### src/rtl/fifo_xp_pkg.sv
package fifo_xp_pkg;
  typedef enum logic {
    MODE_CHAIN = 1'b0,
    MODE_SOLO  = 1'b1
  } xp_mode_e;
endpackage

### src/rtl/xp_ptr_ctl.sv
// One pointer plus its ownership token and hand-off pulse.
module xp_ptr_ctl #(
  parameter int AW = 4
) (
  input  logic        clk_i,
  input  logic        rst_ni,
  input  logic        chain_i,
  input  logic        first_i,
  input  logic        step_i,
  input  logic        rewind_i,
  input  logic        tok_in_i,
  output logic [AW:0] ptr_o,
  output logic        tok_o,
  output logic        pulse_o
);
  logic [AW:0] ptr_q;
  logic        tok_q, pulse_q, init_q;
  logic        wrap;

  assign wrap = step_i && (ptr_q[AW-1:0] == {AW{1'b1}});

  always_ff @(posedge clk_i or negedge rst_ni) begin
    if (!rst_ni) begin
      ptr_q   <= '0;
      tok_q   <= 1'b0;
      pulse_q <= 1'b0;
      init_q  <= 1'b1;
    end else begin
      init_q  <= 1'b0;
      pulse_q <= wrap && chain_i;
      if (rewind_i)    ptr_q <= '0;
      else if (step_i) ptr_q <= ptr_q + 1'b1;
      // first cycle after reset loads ownership from the strap
      if (init_q)        tok_q <= first_i && chain_i;
      else if (!chain_i) tok_q <= 1'b0;
      else if (wrap)     tok_q <= tok_in_i;
      else if (tok_in_i) tok_q <= 1'b1;
    end
  end

  assign ptr_o   = ptr_q;
  assign tok_o   = tok_q;
  assign pulse_o = pulse_q;

  AST_PULSE_ONE_CLOCK: assert property (@(posedge clk_i) disable iff (!rst_ni)
    pulse_o |=> !pulse_o);
  AST_PULSE_FROM_OWNER: assert property (@(posedge clk_i) disable iff (!rst_ni)
    pulse_o |-> $past(tok_o));
endmodule

### src/rtl/xp_store.sv
// Word storage with a registered, zero-when-idle read port.
module xp_store #(
  parameter int DATA_W = 9,
  parameter int AW     = 4
) (
  input  logic              clk_i,
  input  logic              rst_ni,
  input  logic              we_i,
  input  logic [AW-1:0]     waddr_i,
  input  logic [DATA_W-1:0] wdata_i,
  input  logic              re_i,
  input  logic [AW-1:0]     raddr_i,
  output logic [DATA_W-1:0] rdata_o,
  output logic              oe_o
);
  localparam int WORDS = 1 << AW;

  logic [DATA_W-1:0] mem_q [WORDS];
  logic [DATA_W-1:0] rdata_q;
  logic              oe_q;

  always_ff @(posedge clk_i) begin
    if (we_i) mem_q[waddr_i] <= wdata_i;
  end

  always_ff @(posedge clk_i or negedge rst_ni) begin
    if (!rst_ni) begin
      rdata_q <= '0;
      oe_q    <= 1'b0;
    end else begin
      oe_q <= re_i;
      if (re_i) rdata_q <= mem_q[raddr_i];
    end
  end

  assign oe_o    = oe_q;
  assign rdata_o = oe_q ? rdata_q : '0;
endmodule

### src/rtl/xpand_fifo_node.sv
module xpand_fifo_node
  import fifo_xp_pkg::*;
#(
  parameter int DATA_W = 9,
  parameter int DEPTH  = 16
) (
  input  logic              clk_i,
  input  logic              rst_ni,
  input  logic              solo_i,
  input  logic              fl_rt_ni,
  input  logic              xi_wr_i,
  input  logic              xi_rd_i,
  input  logic              wr_i,
  input  logic [DATA_W-1:0] wdata_i,
  input  logic              rd_i,
  output logic [DATA_W-1:0] rdata_o,
  output logic              rdata_oe_o,
  output logic              full_o,
  output logic              empty_o,
  output logic              xo_wr_hf_o,
  output logic              xo_rd_o
);
  localparam int          AW    = $clog2(DEPTH);
  localparam logic [AW:0] FILLC = DEPTH;
  localparam logic [AW:0] HALFC = DEPTH / 2;

  xp_mode_e    mode;
  logic        chain, rewind;
  logic [AW:0] wptr, rptr, fill;
  logic        wtok, rtok, wpulse, rpulse;
  logic        full, empty, half;
  logic        wr_ok, rd_ok;

  assign mode   = solo_i ? MODE_SOLO : MODE_CHAIN;
  assign chain  = (mode == MODE_CHAIN);
  assign rewind = !chain && !fl_rt_ni;

  assign fill  = wptr - rptr;
  assign empty = (wptr == rptr);
  assign full  = (wptr[AW] != rptr[AW]) && (wptr[AW-1:0] == rptr[AW-1:0]);
  assign half  = fill > HALFC;

  assign wr_ok = wr_i && (!chain || wtok) && !full;
  assign rd_ok = rd_i && (!chain || rtok) && !empty && !rewind;

  xp_ptr_ctl #(.AW(AW)) u_wr_ctl (
    .clk_i    (clk_i),
    .rst_ni   (rst_ni),
    .chain_i  (chain),
    .first_i  (!fl_rt_ni),
    .step_i   (wr_ok),
    .rewind_i (1'b0),
    .tok_in_i (xi_wr_i),
    .ptr_o    (wptr),
    .tok_o    (wtok),
    .pulse_o  (wpulse)
  );

  xp_ptr_ctl #(.AW(AW)) u_rd_ctl (
    .clk_i    (clk_i),
    .rst_ni   (rst_ni),
    .chain_i  (chain),
    .first_i  (!fl_rt_ni),
    .step_i   (rd_ok),
    .rewind_i (rewind),
    .tok_in_i (xi_rd_i),
    .ptr_o    (rptr),
    .tok_o    (rtok),
    .pulse_o  (rpulse)
  );

  xp_store #(.DATA_W(DATA_W), .AW(AW)) u_store (
    .clk_i   (clk_i),
    .rst_ni  (rst_ni),
    .we_i    (wr_ok),
    .waddr_i (wptr[AW-1:0]),
    .wdata_i (wdata_i),
    .re_i    (rd_ok),
    .raddr_i (rptr[AW-1:0]),
    .rdata_o (rdata_o),
    .oe_o    (rdata_oe_o)
  );

  assign full_o     = full;
  assign empty_o    = empty;
  assign xo_wr_hf_o = chain ? wpulse : half;
  assign xo_rd_o    = chain ? rpulse : 1'b0;

  AST_NO_OVERFLOW: assert property (@(posedge clk_i) disable iff (!rst_ni)
    fill <= FILLC);
  AST_WR_NEEDS_TOKEN: assert property (@(posedge clk_i) disable iff (!rst_ni)
    (chain && !wtok) |=> $stable(wptr));
  AST_OE_NEEDS_TOKEN: assert property (@(posedge clk_i) disable iff (!rst_ni)
    (chain && rdata_oe_o) |-> $past(rtok));
  AST_EMPTY_NO_OE: assert property (@(posedge clk_i) disable iff (!rst_ni)
    empty_o |=> !rdata_oe_o);
  AST_RT_IGNORED_CHAIN: assert property (@(posedge clk_i) disable iff (!rst_ni)
    (chain && !rd_ok) |=> $stable(rptr));
  AST_SOLO_NO_RD_PULSE: assert property (@(posedge clk_i) disable iff (!rst_ni)
    solo_i |-> !xo_rd_o);
endmodule

### config.mk
export PLATFORM = sky130hd
export DESIGN_NAME = xpand_fifo_node
export DESIGN_NICKNAME = d
export VERILOG_FILES = /design/src/rtl/fifo_xp_pkg.sv /design/src/rtl/xp_ptr_ctl.sv /design/src/rtl/xp_store.sv /design/src/rtl/xpand_fifo_node.sv
export SDC_FILE = /design/constraint.sdc
export NUM_CORES = 1
export LEC_CHECK = 0
export BUFFER_PORTS_ARGS = -buffer_cell sky130_fd_sc_hd__buf_2
export CORE_UTILIZATION = 60
export DETAILED_ROUTE_END_ITERATION = 10
export PLACE_DENSITY_LB_ADDON = 0.12
export SETUP_SLACK_MARGIN = 0.02
export SLEW_MARGIN = 20
export SYNTH_ARGS = -nofsm -noshare
export SYNTH_HDL_FRONTEND = slang
export SYNTH_HIERARCHICAL = 1
export SYNTH_SLANG_ARGS = --single-unit
### constraint.sdc
create_clock -name clk_i -period 4.05 [get_ports clk_i]
set_input_delay 0.2025 -clock clk_i [delete_from_list [all_inputs] [get_ports clk_i]]
set_output_delay 0.2025 -clock clk_i [all_outputs]
set_load 0.02 [all_outputs]
==> metrics.md, run 1 <==
| Metric | Value |
|---|---|
| Status | `complete, no violations` |
| Most frequent cells in the layout | `edfxtp_1 (144), nor2_1 (40), buf_2 (30)` |
| Syn Inst Count | `between 300 and 400` |
| Starting Density | `61.42%` |
| Core area | `11,370 um2` |
| Port Buffers | `30` |
| Crit path DAT | `about 3.3 ns` |
| Most common cell on crit path | `nor2_1` |
| Final Cycle Share | `78.99%` |
| Commonest non-fill, non-tap cell in the layout | `edfxtp_1` |
| Crit path time final | `roughly 3.2 ns` |
| Cell family contributing the most delay on the critical path | `simple AND/OR/NAND/NOR gates` |
| Top FF cell, synth | `edfxtp_1` |
| Final Hold Viols | `0` |
| Slew Limit Fails | `0` |
| Crit-path slowest cell | `nor2_1` |
| Final nets | `446` |
| Overall power | `approximately 0.0041 W` |
| Worst Tran Pin Value | `between 0.8 and 0.9 ns` |
| Syn Area/Cell | `about 19 um2` |
| Share of cells above drive strength 1 | `23.45%` |
| TritonCTS Buffers | `17` |
| Final setup margin | `between 0.8 and 0.9 ns` |
| Critical Path RT | `between 4 and 5 ns` |
| Die X | `roughly 110 um` |
| Max Clock Freq | `between 300 and 400 MHz` |
| Ports | `31` |
| First-pass GRT wire length | `approximately 20,000 um` |
| Leakage | `~2.8 nW` |
| Library cells used by synthesis | `39` |
| Clock Latency Late Sink | `between 0.4 and 0.5 ns` |
| HPWL after detailed placement | `8394 um` |
| Switching power | `0.001016 W` |
| Switching power share of the total | `between 20% and 30%` |
| Max Cap Viol | `0` |
| Clock sink count | `between 150 and 200` |
| Yosys warning total | `6` |
| CP Launch Type | `register` |
| Worst path bufs/invs | `1` |
| Iter 0 DRT Violations | `~260` |
| Area occupied by multi-input gates | `approximately 1800 um2` |
| Seq pwr share | `approximately half` |
| CP endpoint kind | `register` |
| Filler Cells Inserted | `719` |
| Worst Hold Class | `in2reg` |
| Setup Total Neg Slack | `0 ns` |
| WS Path Type | `reg2reg` |
| Worst Hold Depth | `3` |
| Grt total ovfl | `0` |
| Die Y | `roughly 110 um` |
| Worst reg2reg path depth | `7` |
| DRC viols | `0` |
| GPL Wtd Cong | `between 0.8 and 0.9` |
| Post-CTS Setup Inserts | `0` |
| Clock network fraction of design power | `between 30% and 40%` |
| Final setup viols | `0` |
| Largest net degree at the start of global routing | `40` |
| Initial antenna violation count | `0` |
| FF+latch count, synth | `between 150 and 200` |
| Max clock buf depth | `2` |
| DP Worst Slack | `0.8930 ns` |
| # rows | `39` |
| Crit path max fanout | `11` |
| Clock skew | `0.007589 ns` |
| Pwr per Cell Area | `between 500 and 600 nW/um2` |
| Initial DRT Pass Iterations | `4` |
| Tot GR Track Use | `between 20 and 25%` |
| Comb power frac | `between 10 and 15%` |
| Vias | `3,521` |
| Number of synthesized flops with an enable pin | `144` |
| Maximum level of the CTS H-tree | `4` |
| Ant. Diodes | `0` |
| WL/cell | `around 23 um` |
| Internal Power | `0.003122 W` |
| Final WL | `between 10,000 and 15,000 um` |
| Register area share after synthesis | `between 70% and 80%` |
| VDD IR max | `approximately 0.4 mV` |
| Crit path cell chain | `inv_1 > ha_1 > nand4_1 > nor2_1 > nor2_1 > or3b_2 > nor2_1` |
| RSZ-0062 raised after global routing | `false` |
| Register Area | `4980 um2` |
| Vias/cell | `around 6` |
| Synth Cell Area | `6983 um2` |
| Area Overhead vs Synth | `12.49%` |
| Vias in the first global route | `approximately 3,400` |
| CTS root buf | `clkbuf_16` |
| Critical path depth | `7` |
| Slew headroom | `a little over two fifths` |
| TritonCTS clock tree | `built` |
| ANT nets after route | `0` |
| CP peak stage delay | `between 0.6 and 0.7 ns` |
| Clock transition at path regs | `about 0.06 ns` |
| Die area | `around 12,000 um2` |
| FFs w/ async S/R, synth | `between 10% and 20%` |
-- synthesized netlist by cell type (2+ instances only) --
cell type,number,area (um2)
nand4_1,3,18.77
buf_2,2,10.01
o22ai_1,9,56.30
ha_1,6,75.07
and2_1,10,62.56
edfxtp_1,144,4324
dfstp_2,2,52.55
mux4_2,16,360.4
buf_6,4,45.04
a221oi_2,4,60.06
o21ai_0,4,20.02
xnor2_1,3,26.28
nand3_1,3,15.01
conb_1,3,11.26
nand4_2,2,25.02
buf_12,3,60.06
a21oi_1,6,30.03
nand2b_1,4,25.02
a221oi_1,5,43.79
mux4_1,20,525.5
nand3b_1,4,30.03
nand2_1,3,11.26
inv_1,13,48.80
mux2i_1,11,110.1
xor2_1,7,61.31
nor3_1,5,25.02
dfrtp_1,24,600.6
buf_1,2,7.510
nor2_1,40,150.1
-- power by group through the flow --
| stage | logic, W | registers (W) | clock network (W) |
|---|---|---|---|
| after global routing | 0.000620 | 0.00203 | 0.00164 |
| final | 0.000577 | 0.00202 | 0.00154 |
| after floorplan | 0.000427 | 0.00204 | 0 |
| after global placement | 0.000564 | 0.00205 | 0 |
| after CTS | 0.000582 | 0.00202 | 0.00157 |
| after detailed placement | 0.000572 | 0.00205 | 0 |
-- tightest hold or removal path, cell delays in order --
cell,delay [ns]
buf_2,0.08
a21oi_1,0.03
a21oi_1,0.12
-- flip-flops by register name, indices dropped and copies added (netlist names) --
signal            flops
u_store/mem_q       144
u_store/rdata_q       9
u_rd_ctl/ptr_o        5
u_wr_ctl/ptr_o        5
u_rd_ctl/init_q       1
u_rd_ctl/pulse_o      1
u_rd_ctl/tok_o        1
u_store/oe_o          1
u_wr_ctl/init_q       1
u_wr_ctl/pulse_o      1
u_wr_ctl/tok_o        1
-- logic make-up after synthesis --
kind of cell,count (synthesis),synth area share (%)
DFF,170,71.28
AOI/OAI and AO/OA,30,3.225
xor gates and xnor gates,11,1.487
buffers and inverters,27,2.724
muxes,47,14.26
and+or+nand+nor,77,5.501
adders and majority gates,7,1.362
other,3,0.1612
-- worst paths after layout --
path                            slack, ns             endpoint              start
worst min register to register       0.50       u_wr_ctl/tok_o    u_wr_ctl/init_q
worst min-delay path                 0.05       u_wr_ctl/tok_o            xi_wr_i
min in group asynchronous            0.31       u_rd_ctl/tok_o             rst_ni
worst max-delay path                 0.85  u_store/mem_q[1][2]  u_wr_ctl/ptr_o[0]
max in group asynchronous            3.30    u_rd_ctl/ptr_o[0]             rst_ni
worst max register to register       0.85  u_store/mem_q[1][2]  u_wr_ctl/ptr_o[0]
-- stage by stage --
step | util, % | area, um2 | instances | hold WS, ns
2_1_floorplan | - | 6998 | 376 | -0.09309
3_3_place_gp | 63.93 | 7268 | 545 | 0.2325
3_5_place_dp | 63.93 | 7268 | 545 | 0.2312
4_1_cts | 69.09 | 7855 | 578 | 0.03621
5_1_grt | 69.09 | 7855 | 578 | 0.06034
6_report | 69.09 | 7855 | 578 | 0.05173
-- per-layer routing --
| layer | GRT usage [%] | share of wire [%] | routed length (um) | vias up |
|---|---|---|---|---|
| li1 | - | - | - | 1578 |
| met1 | 34.39 | 43 | 5743 | 1806 |
| met2 | 37.05 | 49 | 6503 | 123 |
| met3 | 6.283 | 6.7 | 887 | 14 |
| met4 | 8.667 | 1.1 | 140 | 0 |
| met5 | 0 | 0 | 0 | - |
-- area by class of cell --
class / count / share of cell area (%)
Timing Repair Buffer: 41 / 2.995
Sequential cell: 170 / 63.40
Tap cell: 143 / 2.278
Clock buffer: 17 / 5.416
Inverter: 13 / 0.6212
Clock inverter: 15 / 1.927
Multi-Input combinational cell: 179 / 23.37
-- what timing repair did --
item                      4_1_cts  5_1_grt
hold endpoints to repair       24        0
hold buffers                    1        0
gates resized for setup         0        0
(Power assumes the default switching activity.)
==> run 2: changes to the inputs <==
Clock period 4.05 ns to 3 ns, I/O delays scaled along.
==> run 2 against run 1 <==
Net effect: design area rose by 0.32%; register-to-register slack lost 0.40 ns; count of clock-buffer cells in the layout up 4; core utilization grew 0.22 points; first-iteration DRC count grew 29%; critical endpoint is now xo_wr_hf_o.
==> metrics.md, run 2 (same netlist as run 1, synthesis figures left out) <==
| Metric | Value |
|---|---|
| WS Path Type | `reg2out` |
| Status | `complete, no violations` |
| Final setup viols | `0 (unchanged)` |
| Final Cycle Share | `87.51%` |
| Crit path time final | `between 2 and 3 ns` |
| RSZ-0062 raised after global routing | `false` |
| Largest Register | `u_store/mem_q` |
| Port Buffers | `30 (unchanged)` |
| Maximum level of the CTS H-tree | `4 (unchanged)` |
| Grt total ovfl | `0 (unchanged)` |
| Non-Filler Instances | `590 (+2.1%)` |
| ANT nets after route | `0 (unchanged)` |
| Vias/cell | `6.054 (-0.61%)` |
| GPL Wtd Cong | `0.7858 (-5.2%)` |
| Placed Instances | `556 (+2.0%)` |
| Max clock buf depth | `2 (unchanged)` |
| Filler Cells Inserted | `709 (-1.4%)` |
| HPWL after detailed placement | `8531 um (+1.6%)` |
| Clock sink count | `170 (unchanged)` |
| Most frequent cells in the layout | `edfxtp_1 (144), nor2_1 (40), buf_2 (30)` |
| Slew headroom | `58.31% (+16 points)` |
| Final nets | `459 (+2.9%)` |
| Crit-path slowest cell | `dfrtp_1` |
| Iter 0 DRT Violations | `332 (+29%)` |
| Largest registers | `u_store/mem_q x144, u_store/rdata_q x9` |
| # rows | `39 (unchanged)` |
| Slew Limit Fails | `0 (unchanged)` |
| CP endpoint kind | `primary output` |
| Vias in the first global route | `3,540 (+3.8%)` |
| Commonest non-fill, non-tap cell in the layout | `edfxtp_1` |
| Die X | `109.9 um (unchanged)` |
| Setup Total Neg Slack | `0 ns (unchanged)` |
| Final Hold Viols | `0 (unchanged)` |
| Ant. Diodes | `0 (unchanged)` |
| CTS root buf | `clkbuf_16` |
| Max Cap Viol | `0 (unchanged)` |
| Final Util | `69.31% (+0.22 points)` |
| Share of cells above drive strength 1 | `23.71% (+0.27 points)` |
| Clock Latency Late Sink | `0.42 ns (about the same)` |
| Max Clock Freq | `~380 MHz` |
| CP peak stage delay | `0.55 ns (-0.08 ns)` |
| Final setup margin | `0.3747 ns (-0.4760 ns)` |
| Ports | `31 (unchanged)` |
| Clock skew | `0.007537 ns (-0.00005257 ns)` |
| WL/cell | `23.36 um (+1.7%)` |
| Worst Hold Class | `in2reg` |
| Die area | `12,070 um2 (unchanged)` |
| DP Worst Slack | `0.4994 ns (-0.3936 ns)` |
| Worst path bufs/invs | `2 (+1)` |
| Initial DRT Pass Iterations | `4 (unchanged)` |
| Pwr per Cell Area | `682.0 nW/um2 (+29%)` |
| Tot GR Track Use | `25.25% (+0.91 points)` |
| TritonCTS Buffers | `17 (unchanged)` |
| Worst Tran Pin Value | `0.6253 ns (-0.2437 ns)` |
| Vias | `3,572 (+1.4%)` |
| Largest net degree at the start of global routing | `40 (unchanged)` |
| Final WL | `13,780 um (+3.8%)` |
| Core area | `11,370 um2 (unchanged)` |
| Crit path cell chain | `inv_1 > ha_1 > fa_1 > nand2b_1 > a21oi_2 > xnor2_1 > a31oi_1 > buf_2` |
| TritonCTS clock tree | `built` |
| Critical Path RT | `2.85 ns (-1.25 ns)` |
| Crit path DAT | `2.48 ns (-0.77 ns)` |
| VDD IR max | `0.4983 mV (+27%)` |
| DRC viols | `0 (unchanged)` |
| Leakage | `2.794 nW (+1.1%)` |
| First-pass GRT wire length | `20,570 um (+4.8%)` |
| Initial antenna violation count | `0 (unchanged)` |
| CP Launch Type | `register` |
| Die Y | `109.9 um (unchanged)` |
| Clock transition at path regs | `0.06 ns (about the same)` |
| Max reg flops | `144 (unchanged)` |
| Cell family contributing the most delay on the critical path | `adder cells` |
| Area Overhead vs Synth | `12.85%` |
| Crit path max fanout | `11 (unchanged)` |
| Starting Density | `61.42% (unchanged)` |
-- run 2: worst paths after layout --
kind | from | end | slack (ns) | cells after the start
min in group asynchronous | rst_ni | u_store/oe_o | 0.28 | 2
max in group asynchronous | rst_ni | u_rd_ctl/ptr_o[2] | 2.28 | 2
min | fl_rt_ni | u_rd_ctl/ptr_o[4] | 0.08 | 3
max reg2reg | u_wr_ctl/ptr_o[0] | u_store/rdata_q[2] | 0.45 | 7
max | u_wr_ctl/ptr_o[0] | xo_wr_hf_o | 0.37 | 8
min reg2reg | u_rd_ctl/init_q | u_rd_ctl/tok_o | 0.50 | 2
-- run 2: timing repair --
item,in CTS,in global routing
setup endpoints to repair,0,0
gates resized for setup,0,0
setup buffers,0,0
endpoints found under the hold margin,26,0
hold buffers,3,0
-- run 2: layer usage --
metal | vias up | routed length (um) | global-route usage, %
met2 | 127 | 6614 | 37.54
li1 | 1594 | - | -
met4 | 0 | 208 | 9.810
met5 | - | 0 | 0
met1 | 1835 | 5918 | 36.57
met3 | 16 | 1041 | 5.987
-- run 2: worst min-delay path, cell delays in order --
cell    delay, ns
buf_2        0.09
nor2_1       0.10
nor2_1       0.11
-- run 2: where the power goes --
part           internal (W)  switching [W]  total [W]
Clock               0.00104       0.000824    0.00186
Combinational      0.000335       0.000456   0.000791
Sequential          0.00266      0.0000613    0.00272
-- run 2: per-stage QoR --
stage	instance area, um2	total power (W)	hold WS, ns
after CTS	7880	0.005408	0.05864
after global placement	7355	0.003521	0.1871
after detailed placement	7355	0.003547	0.2019
after floorplan	7003	0.003333	-0.1456
after global routing	7880	0.005568	0.07566
final	7880	0.005374	0.07717
-- run 2: final cells by class --
cell class	count	area (um2)	share of cell area [%]
tap	143	178.9	2.271
inverter	13	48.80	0.6192
clock inverter	10	55.05	0.6986
multi-input combinational	179	1841	23.36
timing repair buffer	54	337.8	4.287
clock buffer	21	440.4	5.589
sequential	170	4979	63.18
==> run 3: changes to the inputs <==
Settings changed: MAX_ROUTING_LAYER from default to met4.
==> run 3 against run 2 <==
Net effect: setup slack lost 0.019 ns; register-to-register slack about the same; sequential power is essentially flat; global-route usage grew 0.72 points; critical path depth unchanged; largest power group unchanged; highest routed layer unchanged.
==> metrics.md, run 3 (same netlist as run 1, synthesis figures left out) <==
| Metric | Value |
|---|---|
| Status | `complete, no violations` |
| # rows | `39 (unchanged)` |
| Final setup viols | `0 (unchanged)` |
| Clock skew | `0.007310 ns (-0.0002273 ns)` |
| Tot GR Track Use | `25.96% (+0.72 points)` |
| Final hold slack | `0.07514 ns (-0.002025 ns)` |
| Commonest non-fill, non-tap cell in the layout | `edfxtp_1` |
| CP Launch Type | `register` |
| Clock transition at path regs | `0.06 ns (about the same)` |
| VDD IR max | `0.4980 mV (about the same)` |
| TritonCTS clock tree | `built` |
| Routed wl met2 | `6668 um (+0.82%)` |
| Vias in the first global route | `3,556 (+0.45%)` |
| Max clock buf depth | `2 (unchanged)` |
| Slew headroom | `58.16% (-0.15 points)` |
| Max Clock Freq | `378.1 MHz (-0.73%)` |
| CTS root buf | `clkbuf_16` |
| Met3 WL | `638 um (-39%)` |
| Core area | `11,370 um2 (unchanged)` |
| TritonCTS Buffers | `17 (unchanged)` |
| Share of cells above drive strength 1 | `23.71% (unchanged)` |
| WS Path Type | `reg2out` |
| Largest registers | `u_store/mem_q x144, u_store/rdata_q x9` |
| WL/cell | `23.28 um (-0.36%)` |
| Worst Tran Pin Value | `0.6276 ns (+0.002283 ns)` |
| Clock Latency Late Sink | `0.42 ns (about the same)` |
| Final nets | `459 (unchanged)` |
| GPL Wtd Cong | `0.7968 (+1.4%)` |
| Post_cts resized | `0 (unchanged)` |
| Die Y | `109.9 um (unchanged)` |
| Largest Register | `u_store/mem_q` |
| Max Used Layer | `met4` |
| Critical Path RT | `2.85 ns (about the same)` |
| Most frequent cells in the layout | `edfxtp_1 (144), nor2_1 (40), buf_2 (30)` |
| Leakage | `2.794 nW (unchanged)` |
| Final Util | `69.31% (unchanged)` |
| DRC viols | `0 (unchanged)` |
| Die X | `109.9 um (unchanged)` |
| Max Cap Viol | `0 (unchanged)` |
| Worst Hold Class | `in2reg` |
| Clock sink count | `170 (unchanged)` |
| Filler Cells Inserted | `709 (unchanged)` |
| Port Buffers | `30 (unchanged)` |
| Max reg flops | `144 (unchanged)` |
| HPWL after detailed placement | `8531 um (unchanged)` |
| Crit path DAT | `2.49 ns (about the same)` |
| Largest net degree at the start of global routing | `40 (unchanged)` |
| Final Hold Viols | `0 (unchanged)` |
| Grt total ovfl | `0 (unchanged)` |
| Crit path max fanout | `11 (unchanged)` |
| First-pass GRT wire length | `20,530 um (-0.17%)` |
| CP endpoint kind | `primary output` |
| Vias | `3,590 (+0.50%)` |
| RSZ-0062 raised after global routing | `false` |
| Ports | `31 (unchanged)` |
| Iter 0 DRT Violations | `325 (-2.1%)` |
| M1 WL | `6193 um (+4.6%)` |
| Vias/cell | `6.085 (+0.50%)` |
| Maximum level of the CTS H-tree | `4 (unchanged)` |
| Final Cycle Share | `88.15% (+0.65 points)` |
| ANT nets after route | `0 (unchanged)` |
| Pwr per Cell Area | `682.1 nW/um2 (about the same)` |
| Crit path time final | `2.645 ns (+0.01936 ns)` |
| Starting Density | `61.42% (unchanged)` |
| Ant. Diodes | `0 (unchanged)` |
| Final WL | `13,730 um (-0.36%)` |
| Initial DRT Pass Iterations | `4 (unchanged)` |
| Slew Limit Fails | `0 (unchanged)` |
| Initial antenna violation count | `0 (unchanged)` |
| Area Overhead vs Synth | `12.85% (unchanged)` |
| Die area | `12,070 um2 (unchanged)` |
| Setup Total Neg Slack | `0 ns (unchanged)` |
run 3: cell counts in the layout (fill, tap and decap cells not counted):
No cell type changed its count.
run 3: timing repair:
item                                   in CTS  in global routing
hold buffers                                3                  0
endpoints found under the hold margin      26                  0
buffers inserted                            0                  0
run 3: final timing paths:
check	start	slack, ns	cells past startpoint	to
setup / recovery	u_wr_ctl/ptr_o[0]	0.36	8	xo_wr_hf_o
hold / removal	fl_rt_ni	0.08	3	u_rd_ctl/ptr_o[1]
setup reg to reg	u_wr_ctl/ptr_o[0]	0.45	7	u_store/rdata_q[2]
hold reg to reg	u_rd_ctl/init_q	0.50	2	u_rd_ctl/tok_o
max in group asynchronous	rst_ni	2.28	2	u_rd_ctl/ptr_o[2]
min in group asynchronous	rst_ni	0.28	2	u_rd_ctl/tok_o
run 3: critical path, stage by stage, from the launching register on:
cell and delay (ns):
dfrtp_1 0.56, inv_1 0.09, ha_1 0.23, fa_1 0.40, nand2b_1 0.17, a21oi_2 0.14, xnor2_1 0.11, a31oi_1 0.19
buf_2 0.19
run 3: area by class of cell:
class	instances	area [um2]	area share, %
flip-flops and latches	170	4979	63.18
multi-input cells	179	1841	23.36
clock buffers	21	440.4	5.589
repair buffers	54	337.8	4.287
well taps	143	178.9	2.271
clock inverters	10	55.05	0.6986
inverters	13	48.80	0.6192
run 3: power by group:
part | switching (W) | leakage [nW] | internal (W)
combinational | 0.000456 | 0.934 | 0.000335
sequential | 0.0000605 | 1.62 | 0.00266
clock | 0.000827 | 0.239 | 0.00104
run 3: stage by stage:
| step | setup slack [ns] | instance area (um2) | power (W) | instances |
|---|---|---|---|---|
| floorplan | 0.1414 | 7003 | 0.003333 | 376 |
| detailed placement | 0.4994 | 7355 | 0.003547 | 556 |
| finish | 0.3554 | 7880 | 0.005375 | 590 |
| global placement | 0.6009 | 7355 | 0.003521 | 556 |
| global route | 0.2146 | 7880 | 0.005565 | 590 |
| CTS | 0.3617 | 7880 | 0.005408 | 590 |
run 3: layer usage:
metal / global-route usage [%] / vias up
met5: - / -
met4: 10.10 / 0
met3: 5.631 / 22
met2: 37.68 / 112
met1: 36.40 / 1860
li1: - / 1596
